$ cat config.mk
export PLATFORM = sky130hd
export DESIGN_NAME = spi_word_engine
export DESIGN_NICKNAME = d
export VERILOG_FILES = /design/src/rtl/spi_eng_pkg.sv /design/src/rtl/spi_tx_hold.sv /design/src/rtl/spi_rx_hold.sv /design/src/rtl/spi_serdes.sv /design/src/rtl/spi_word_engine.sv
export SDC_FILE = /design/constraint.sdc
export NUM_CORES = 1
export LEC_CHECK = 0
export BUFFER_PORTS_ARGS = -buffer_cell sky130_fd_sc_hd__buf_2
export CAP_MARGIN = 10
export CORE_UTILIZATION = 40
export DETAILED_ROUTE_END_ITERATION = 8
export PLACE_DENSITY = 0.66
export SETUP_SLACK_MARGIN = 0.1
export SLEW_MARGIN = 15
export SYNTH_ARGS = -nofsm -noshare
export SYNTH_HDL_FRONTEND = slang
export SYNTH_HIERARCHICAL = 1
export SYNTH_SLANG_ARGS = --single-unit
$ cat constraint.sdc
create_clock -name clk -period 17.9 [get_ports clk]
set_clock_uncertainty 0.1 [all_clocks]
set_input_delay 3.58 -clock clk [delete_from_list [all_inputs] [get_ports clk]]
set_output_delay 3.58 -clock clk [all_outputs]
set_load 0.05 [all_outputs]
$ cat src/rtl/spi_eng_pkg.sv
// Shared format field widths, engine state encoding and the format bundle
// used between the top and the shifter. Assumes format fields are static
// while the engine is busy.
package spi_eng_pkg;
    localparam int PRE_W = 8;   // prescale field width
    localparam int LEN_W = 5;   // character length field width
    localparam int GAP_W = 6;   // inter-word gap field width

    typedef enum logic [1:0] {
        ENG_IDLE = 2'd0,
        ENG_XFER = 2'd1,
        ENG_GAP  = 2'd2
    } eng_state_e;

    typedef struct packed {
        logic [PRE_W-1:0] prescale;
        logic [LEN_W-1:0] charlen;
        logic             cpol;
        logic             phase;
        logic             lsb_first;
        logic             par_en;
        logic             par_odd;
        logic [GAP_W-1:0] gap;
    } fmt_t;
endpackage

$ cat src/rtl/spi_tx_hold.sv
// One-word transmit holding register. Accepts a write only while empty and
// is emptied when the shifter takes the word. Assumes take is only raised
// while full.
module spi_tx_hold #(
    parameter int DATA_W = 16
) (
    input  logic              clk,
    input  logic              rst_n,
    input  logic              wr,
    input  logic [DATA_W-1:0] wdata,
    input  logic              take,
    output logic              full,
    output logic [DATA_W-1:0] word
);
    // Capture a word when empty; release it when the shifter loads it.
    always_ff @(posedge clk) begin
        if (!rst_n) begin
            full <= 1'b0;
            word <= '0;
        end else if (take) begin
            full <= 1'b0;
        end else if (wr && !full) begin
            full <= 1'b1;
            word <= wdata;
        end
    end

    AST_TAKE_NEEDS_WORD: assert property (@(posedge clk) disable iff (!rst_n)
        take |-> full);
    AST_FULL_HOLDS_WORD: assert property (@(posedge clk) disable iff (!rst_n)
        (full && !take) |=> (full && $stable(word)));
endmodule

$ cat src/rtl/spi_rx_hold.sv
// One-word receive register with empty, overrun and parity-error flags.
// A delivery in the same cycle as a read counts the read first.
module spi_rx_hold #(
    parameter int DATA_W = 16
) (
    input  logic              clk,
    input  logic              rst_n,
    input  logic              put,
    input  logic [DATA_W-1:0] pdata,
    input  logic              pperr,
    input  logic              rd,
    output logic [DATA_W-1:0] data,
    output logic              empty,
    output logic              ovr,
    output logic              perr
);
    // Store delivered words and keep the flags that describe them.
    always_ff @(posedge clk) begin
        if (!rst_n) begin
            data  <= '0;
            empty <= 1'b1;
            ovr   <= 1'b0;
            perr  <= 1'b0;
        end else if (put) begin
            data  <= pdata;
            empty <= 1'b0;
            ovr   <= !rd && (ovr || !empty);
            perr  <= pperr;
        end else if (rd) begin
            empty <= 1'b1;
            ovr   <= 1'b0;
            perr  <= 1'b0;
        end
    end

    AST_OVERRUN_CAUSE: assert property (@(posedge clk) disable iff (!rst_n)
        $rose(ovr) |-> $past(!empty && put));
    AST_READ_EMPTIES: assert property (@(posedge clk) disable iff (!rst_n)
        (rd && !put) |=> (empty && !ovr));
endmodule

$ cat src/rtl/spi_serdes.sv
// Word shifter: bit timing from the prescaler, serial clock shaping, data
// launch and capture for both phases, parity generation and checking, and
// the inter-word gap. Assumes prescale >= 2 and charlen in 2..DATA_W.
module spi_serdes
    import spi_eng_pkg::*;
#(
    parameter int DATA_W = 16
) (
    input  logic              clk,
    input  logic              rst_n,
    input  fmt_t              fmt,
    input  logic              word_avail,
    input  logic [DATA_W-1:0] word_in,
    input  logic              rx_line,
    output logic              take,
    output logic              sclk,
    output logic              mosi,
    output logic              busy,
    output logic              put,
    output logic [DATA_W-1:0] rx_word,
    output logic              rx_perr
);
    localparam int IDX_W = $clog2(DATA_W + 2);
    localparam int SEL_W = $clog2(DATA_W);

    eng_state_e        st;
    logic [PRE_W-1:0]  cnt;
    logic [IDX_W-1:0]  idx, oidx, len, nbits;
    logic [GAP_W-1:0]  gcnt;
    logic [DATA_W-1:0] sh, acc, acc_n, len_mask;
    logic              accp, accp_n;
    logic [PRE_W:0]    half, half_m1;
    logic              xfer, end_per, lead, smp, last_bit, gap_end, tx_par;

    // Derived timing and word-size terms from the static format.
    always_comb begin
        half     = ({1'b0, fmt.prescale} + {{PRE_W{1'b0}}, 1'b1}) >> 1;
        half_m1  = half - {{PRE_W{1'b0}}, 1'b1};
        len      = IDX_W'(fmt.charlen);
        nbits    = len + IDX_W'(fmt.par_en);
        for (int b = 0; b < DATA_W; b++) len_mask[b] = (b < int'(len));
    end

    assign xfer     = (st == ENG_XFER);
    assign end_per  = (cnt == fmt.prescale);
    assign lead     = xfer && ({1'b0, cnt} == half_m1);
    assign smp      = fmt.phase ? lead : (xfer && end_per);
    assign last_bit = (idx == nbits - IDX_W'(1));
    assign gap_end  = (st == ENG_GAP) && end_per && (gcnt == fmt.gap - GAP_W'(1));
    assign take     = word_avail && ((st == ENG_IDLE) || gap_end ||
                      (xfer && end_per && last_bit && fmt.gap == '0));
    assign busy     = (st != ENG_IDLE);
    assign sclk     = fmt.cpol ^ (xfer && ({1'b0, cnt} >= half));
    assign tx_par   = (^(sh & len_mask)) ^ fmt.par_odd;

    // Outgoing bit index: late phase keeps the previous bit until the leading edge.
    always_comb begin
        oidx = idx;
        if (!fmt.phase && idx != '0 && ({1'b0, cnt} < half)) oidx = idx - IDX_W'(1);
    end

    // Select the line bit for the outgoing index in the chosen bit order.
    always_comb begin
        mosi = 1'b0;
        if (xfer) begin
            if (oidx >= len)        mosi = tx_par;
            else if (fmt.lsb_first) mosi = sh[SEL_W'(oidx)];
            else                    mosi = sh[SEL_W'(len - IDX_W'(1) - oidx)];
        end
    end

    // Capture the incoming line bit into its right-justified position.
    always_comb begin
        acc_n  = acc;
        accp_n = accp;
        if (smp) begin
            if (idx >= len)         accp_n = rx_line;
            else if (fmt.lsb_first) acc_n[SEL_W'(idx)] = rx_line;
            else                    acc_n[SEL_W'(len - IDX_W'(1) - idx)] = rx_line;
        end
    end

    assign put     = xfer && end_per && last_bit;
    assign rx_word = acc_n;
    assign rx_perr = fmt.par_en && (accp_n != ((^acc_n) ^ fmt.par_odd));

    // Sequence words through transfer, gap and idle; loads override captures.
    always_ff @(posedge clk) begin
        if (!rst_n) begin
            st   <= ENG_IDLE;
            cnt  <= '0;
            idx  <= '0;
            gcnt <= '0;
            sh   <= '0;
            acc  <= '0;
            accp <= 1'b0;
        end else begin
            acc  <= acc_n;
            accp <= accp_n;
            case (st)
                ENG_IDLE: ;
                ENG_XFER: begin
                    if (end_per) begin
                        cnt <= '0;
                        if (last_bit) begin
                            gcnt <= '0;
                            st   <= (fmt.gap != '0) ? ENG_GAP : ENG_IDLE;
                        end else begin
                            idx <= idx + IDX_W'(1);
                        end
                    end else begin
                        cnt <= cnt + PRE_W'(1);
                    end
                end
                ENG_GAP: begin
                    if (end_per) begin
                        cnt <= '0;
                        if (gap_end) st <= ENG_IDLE;
                        else         gcnt <= gcnt + GAP_W'(1);
                    end else begin
                        cnt <= cnt + PRE_W'(1);
                    end
                end
                default: st <= ENG_IDLE;
            endcase
            if (take) begin
                st   <= ENG_XFER;
                cnt  <= '0;
                idx  <= '0;
                sh   <= word_in;
                acc  <= '0;
                accp <= 1'b0;
            end
        end
    end

    AST_CNT_IN_PERIOD: assert property (@(posedge clk) disable iff (!rst_n)
        busy |-> (cnt <= fmt.prescale));
    AST_IDX_IN_WORD: assert property (@(posedge clk) disable iff (!rst_n)
        xfer |-> (idx < nbits));
    AST_PUT_ONLY_IN_XFER: assert property (@(posedge clk) disable iff (!rst_n)
        put |=> (st != ENG_XFER || idx == '0));
endmodule

$ cat src/rtl/spi_word_engine.sv
// Top of the SPI master word engine: transmit holding register, shifter and
// receive register, with the loopback select on the receive line.
// Assumes the cfg_* inputs are static while busy is high.
module spi_word_engine
    import spi_eng_pkg::*;
#(
    parameter int DATA_W = 16
) (
    input  logic              clk,
    input  logic              rst_n,
    input  logic [PRE_W-1:0]  cfg_prescale,
    input  logic [LEN_W-1:0]  cfg_charlen,
    input  logic              cfg_cpol,
    input  logic              cfg_phase,
    input  logic              cfg_lsb_first,
    input  logic              cfg_par_en,
    input  logic              cfg_par_odd,
    input  logic [GAP_W-1:0]  cfg_gap,
    input  logic              cfg_loopback,
    input  logic [DATA_W-1:0] tx_data,
    input  logic              tx_wr,
    output logic              tx_full,
    output logic [DATA_W-1:0] rx_data,
    input  logic              rx_rd,
    output logic              rx_empty,
    output logic              rx_overrun,
    output logic              rx_par_err,
    output logic              sclk,
    output logic              mosi,
    input  logic              miso,
    output logic              busy
);
    fmt_t              fmt;
    logic              take, put, pperr, rx_line;
    logic [DATA_W-1:0] hold_word, pword;

    assign fmt = '{prescale: cfg_prescale, charlen: cfg_charlen, cpol: cfg_cpol,
                   phase: cfg_phase, lsb_first: cfg_lsb_first, par_en: cfg_par_en,
                   par_odd: cfg_par_odd, gap: cfg_gap};

    // Receiver source: the pin, or the outgoing line in loopback.
    assign rx_line = cfg_loopback ? mosi : miso;

    spi_tx_hold #(.DATA_W(DATA_W)) u_tx (
        .clk(clk), .rst_n(rst_n), .wr(tx_wr), .wdata(tx_data),
        .take(take), .full(tx_full), .word(hold_word));

    spi_serdes #(.DATA_W(DATA_W)) u_sd (
        .clk(clk), .rst_n(rst_n), .fmt(fmt), .word_avail(tx_full),
        .word_in(hold_word), .rx_line(rx_line), .take(take), .sclk(sclk),
        .mosi(mosi), .busy(busy), .put(put), .rx_word(pword), .rx_perr(pperr));

    spi_rx_hold #(.DATA_W(DATA_W)) u_rx (
        .clk(clk), .rst_n(rst_n), .put(put), .pdata(pword), .pperr(pperr),
        .rd(rx_rd), .data(rx_data), .empty(rx_empty), .ovr(rx_overrun),
        .perr(rx_par_err));

    AST_IDLE_SCLK_LEVEL: assert property (@(posedge clk) disable iff (!rst_n)
        !busy |-> (sclk == cfg_cpol));
    AST_IDLE_MOSI_LOW: assert property (@(posedge clk) disable iff (!rst_n)
        !busy |-> !mosi);
    AST_PERR_NEEDS_PARITY: assert property (@(posedge clk) disable iff (!rst_n)
        (put && !cfg_par_en) |=> !rx_par_err);
endmodule

==> summary.txt <==
CTS hold repair buffers: 0
Vias in the first global route: 5315
Clk pwr share: 40.5%
Top Family by Delay on Critical Path: compound AO/OA/AOI/OAI gates
Slew Limit Fails: 0
Synth Instances: 820
Drt wl/cell: 14.9 um
Compound-cell area share of the yosys netlist: 15.0%
Initial antenna violation count: 0
Worst path slowest cell: fa_1
Sum of buffers and inverters on the critical path: 3
CTS H-tree lvls: 3
Full die area: 18200 um^2
PwrDens: 63.8 nW/um^2
Cell variety after synth: 77
CP required: 14.22 ns
Post-synthesis xor/xnor area fraction: 12.4%
Fin crit period: 12.24 ns
Max incr delay on CP: 0.63 ns
Int Power: 0.353 mW
Final wirelength: 16300 um
Post-CTS setup buffers: 0
All-Layer GR Usage: 18.4%
Avg Cell Area, Syn: 8.60 um^2
GRT overflow: 0
ANT cells: 0
RSZ-0062 raised after global routing: false
Crit path max fanout: 9
Global placer's final weighted congestion: 0.885
First-pass GRT wire length: 26700 um
Largest net degree at the start of global routing: 77
Peak VDD IR: 40.7 uV
Dpl ws: 5.72 ns
Mux cell area share after synthesis: 13.8%
Final period utilization: 68.4%
Adder-Cell Fraction of Synth Area: 7.31%
Sequential-to-total area share from yosys stat: 25.5%
Hold Path Class: reg -> reg
Post-synth top area share: 25.5%
PnR Total Power: 0.498 mW
Final instance count without filler cells: 1093
Tightest Pin Transition: 0.993 ns
Number of buffers created by CTS: 9
IO buf count: 68
Area Growth Syn to Fin: 10.5%
Synth Area in Simple Gates: 20.4%
Final Worst Setup Slack: 5.66 ns
Status: complete, no violations
DR vias/cell: 5.32
Detailed Route Iter0 Violations: 384
DIE WIDTH: 135 um
EDFF count, synth: 0
PostCTS Resize Cnt: 0
Main synth FF type: dfxtp_1
Setup crit end kind: output pin
CTS tree: yes
Crit path cell chain: buf_2 -> ha_1 -> nand3_2 -> nor3_1 -> o21ai_0 -> a31o_1 -> a21o_1 -> a211oi_2 -> xnor2_1 -> ha_1 -> inv_1 -> fa_1 -> mux4_2 -> mux2_2 -> o211ai_1 -> a41oi_1 -> buf_2
Placed insts: 1077
Die Span Y: 135 um
Layout cells sized above 1: 14.4%
Starting Density: 40.9%
Hold Violations, Final: 0
Max Freq: 0.0817 GHz
IO Count: 69
Critical path arrival: 8.56 ns
Ys async rst share: 0%
Crit path kind: in -> out
Worst skew pair latency: 0.36 ns
DR DRC count: 0
Max-Cap Viols: 0
Final #Nets: 949
Syn Nets: 906
Switch share: 29.1%
Post-route ant nets: 0
Static leakage: 3.02 nW
Synth Register Bits: 90
Startpoint types: input port
Post-synthesis cell area: 7060 um^2
Dominant cells by area after synthesis: dfxtp_1, mux2i_1, xnor2_1
Warnings from Yosys: 6
Switching power: 0.145 mW
Drt pass-1 iters: 5
Vias: 5817
Post-DP HPWL: 12000 um
Largest family of logic cells by synthesized area: simple AND/OR/NAND/NOR gates
Slew Limit Headroom: 33.8%
CTS Sinks: 90
Final setup TNS: 0 ns
Final Hold Slack: 0.343 ns
Core footprint: 17200 um^2
Row cnt: 48
Area leader, netlist: dfxtp_1
Sequential Power Share: 42.1%
Worst-path clk slew: 0.07 ns
Endpoints failing setup: 0
Root buffer cell: clkbuf_16
Clock Path Buffers: 2
Part of the power in combinational logic: 17.5%
## per-stage QoR
| stage | utilization (%) | instance area, um^2 |
|---|---|---|
| after floorplan | - | 7060 |
| after CTS | 45.2 | 7790 |
| after detailed placement | 43.4 | 7480 |
| after global placement | 43.4 | 7480 |
| after global routing | 45.2 | 7790 |
| final | 45.2 | 7790 |
## cells in the mapped netlist, types with 3 or more instances
| cell | number |
|---|---|
| o21ai_1 | 4 |
| nor2b_1 | 61 |
| dfxtp_1 | 90 |
| and2_1 | 6 |
| nand4_1 | 12 |
| mux2_2 | 7 |
| o32ai_1 | 3 |
| mux4_2 | 12 |
| o31ai_1 | 7 |
| o22ai_1 | 8 |
| xnor3_1 | 5 |
| and3_1 | 3 |
| or2_2 | 4 |
| o21ai_0 | 32 |
| a21o_1 | 6 |
| mux2i_1 | 59 |
| o211ai_1 | 8 |
| buf_2 | 8 |
| a21oi_1 | 29 |
| xnor2_1 | 56 |
| ha_1 | 38 |
| o21a_1 | 6 |
| a211oi_1 | 6 |
| buf_4 | 4 |
| o221ai_1 | 3 |
| nand2_1 | 80 |
| a31oi_1 | 8 |
| buf_6 | 5 |
| nand2b_1 | 13 |
| or4_1 | 3 |
| nand3_1 | 12 |
| or3_1 | 3 |
| nor3_1 | 21 |
| inv_1 | 42 |
| nor2_1 | 52 |
| a21boi_0 | 4 |
| clkbuf_1 | 20 |
| xor2_1 | 27 |
## cell families after synthesis
group | count (synthesis)
mux | 81
fa+ha+maj | 40
buf+inv | 82
simple gates | 284
xor+xnor | 90
compound gates | 153
flops | 90
## path summary, 6_finish.rpt
path / start / endpoint / slack (ns) / cells after the start
min: u_rx/ovr / u_rx/ovr / 0.34 / 2
max reg2reg: u_sd/idx[0] / u_rx/perr / 10.62 / 23
min reg2reg: u_rx/ovr / u_rx/ovr / 0.34 / 2
max: cfg_prescale[0] / mosi / 5.66 / 17
## cell usage in the layout, fill, tap and decap left out, drive strengths merged, types with 4 or more instances in the layout
| cell type | netlist | routed |
|---|---|---|
| dfxtp | 90 | 90 |
| nand2 | 80 | 80 |
| buf | 19 | 72 |
| nor2b | 61 | 61 |
| mux2i | 59 | 59 |
| xnor2 | 57 | 57 |
| nor2 | 52 | 52 |
| inv | 42 | 48 |
| ha | 38 | 38 |
| o21ai | 37 | 37 |
| a21oi | 29 | 29 |
| xor2 | 28 | 28 |
| nor3 | 21 | 21 |
| nand3 | 14 | 14 |
| nand2b | 13 | 13 |
| nand4 | 12 | 12 |
| mux4 | 12 | 12 |
| mux2 | 10 | 10 |
| clkbuf | 21 | 9 |
| a31oi | 9 | 9 |
| o211ai | 8 | 8 |
| o22ai | 8 | 8 |
| o31ai | 8 | 8 |
| a211oi | 7 | 7 |
| a21o | 6 | 6 |
| o21a | 6 | 6 |
| and2 | 6 | 6 |
| xnor3 | 5 | 5 |
| or2 | 4 | 4 |
| a21boi | 4 | 4 |
## area by class of cell
| type | count | area (um^2) |
|---|---|---|
| Fill cell | 1672 | 9440 |
| Tap cell | 225 | 282 |
| Inverter | 42 | 158 |
| Clock buffer | 9 | 225 |
| Timing Repair Buffer | 72 | 370 |
| Clock inverter | 7 | 87.6 |
| Sequential cell | 90 | 1800 |
| Multi-Input combinational cell | 648 | 4870 |
## sequential cells by signal, indices dropped and copies added (netlist names)
name,count
u_rx/data,16
u_rx/empty,1
u_rx/ovr,1
u_rx/perr,1
u_sd/acc,16
u_sd/accp,1
u_sd/cnt,8
u_sd/gcnt,6
u_sd/idx,5
u_sd/sh,16
u_sd/st,2
u_tx/full,1
u_tx/word,16
## metal layers
layer	vias up	track usage, %	wire length [um]
met5	-	0	0
met4	0	5.43	164
met3	12	3.72	638
met2	111	29.6	7390
met1	2722	24.8	8070
li1	2972	-	-
## power groups by stage
stage	sequential [mW]	clock, mW	combinational, mW
2_1_floorplan	0.213	0	0.0682
3_3_place_gp	0.214	0	0.0858
3_5_place_dp	0.214	0	0.0864
4_1_cts	0.209	0.208	0.0870
5_1_grt	0.210	0.215	0.0958
6_report	0.209	0.201	0.0868
## worst register-to-register path: cells and delay by family (launching register included)
kind                       cells  cell delay [ns]
muxes                          5             1.76
xor gates and xnor gates       5             1.12
AOI/OAI and AO/OA              7             1.69
adders and majority gates      3             1.16
DFF                            1             0.90
buffers and inverters          2             0.39
and+or+nand+nor                1             0.10
(Power assumes the default switching activity.)
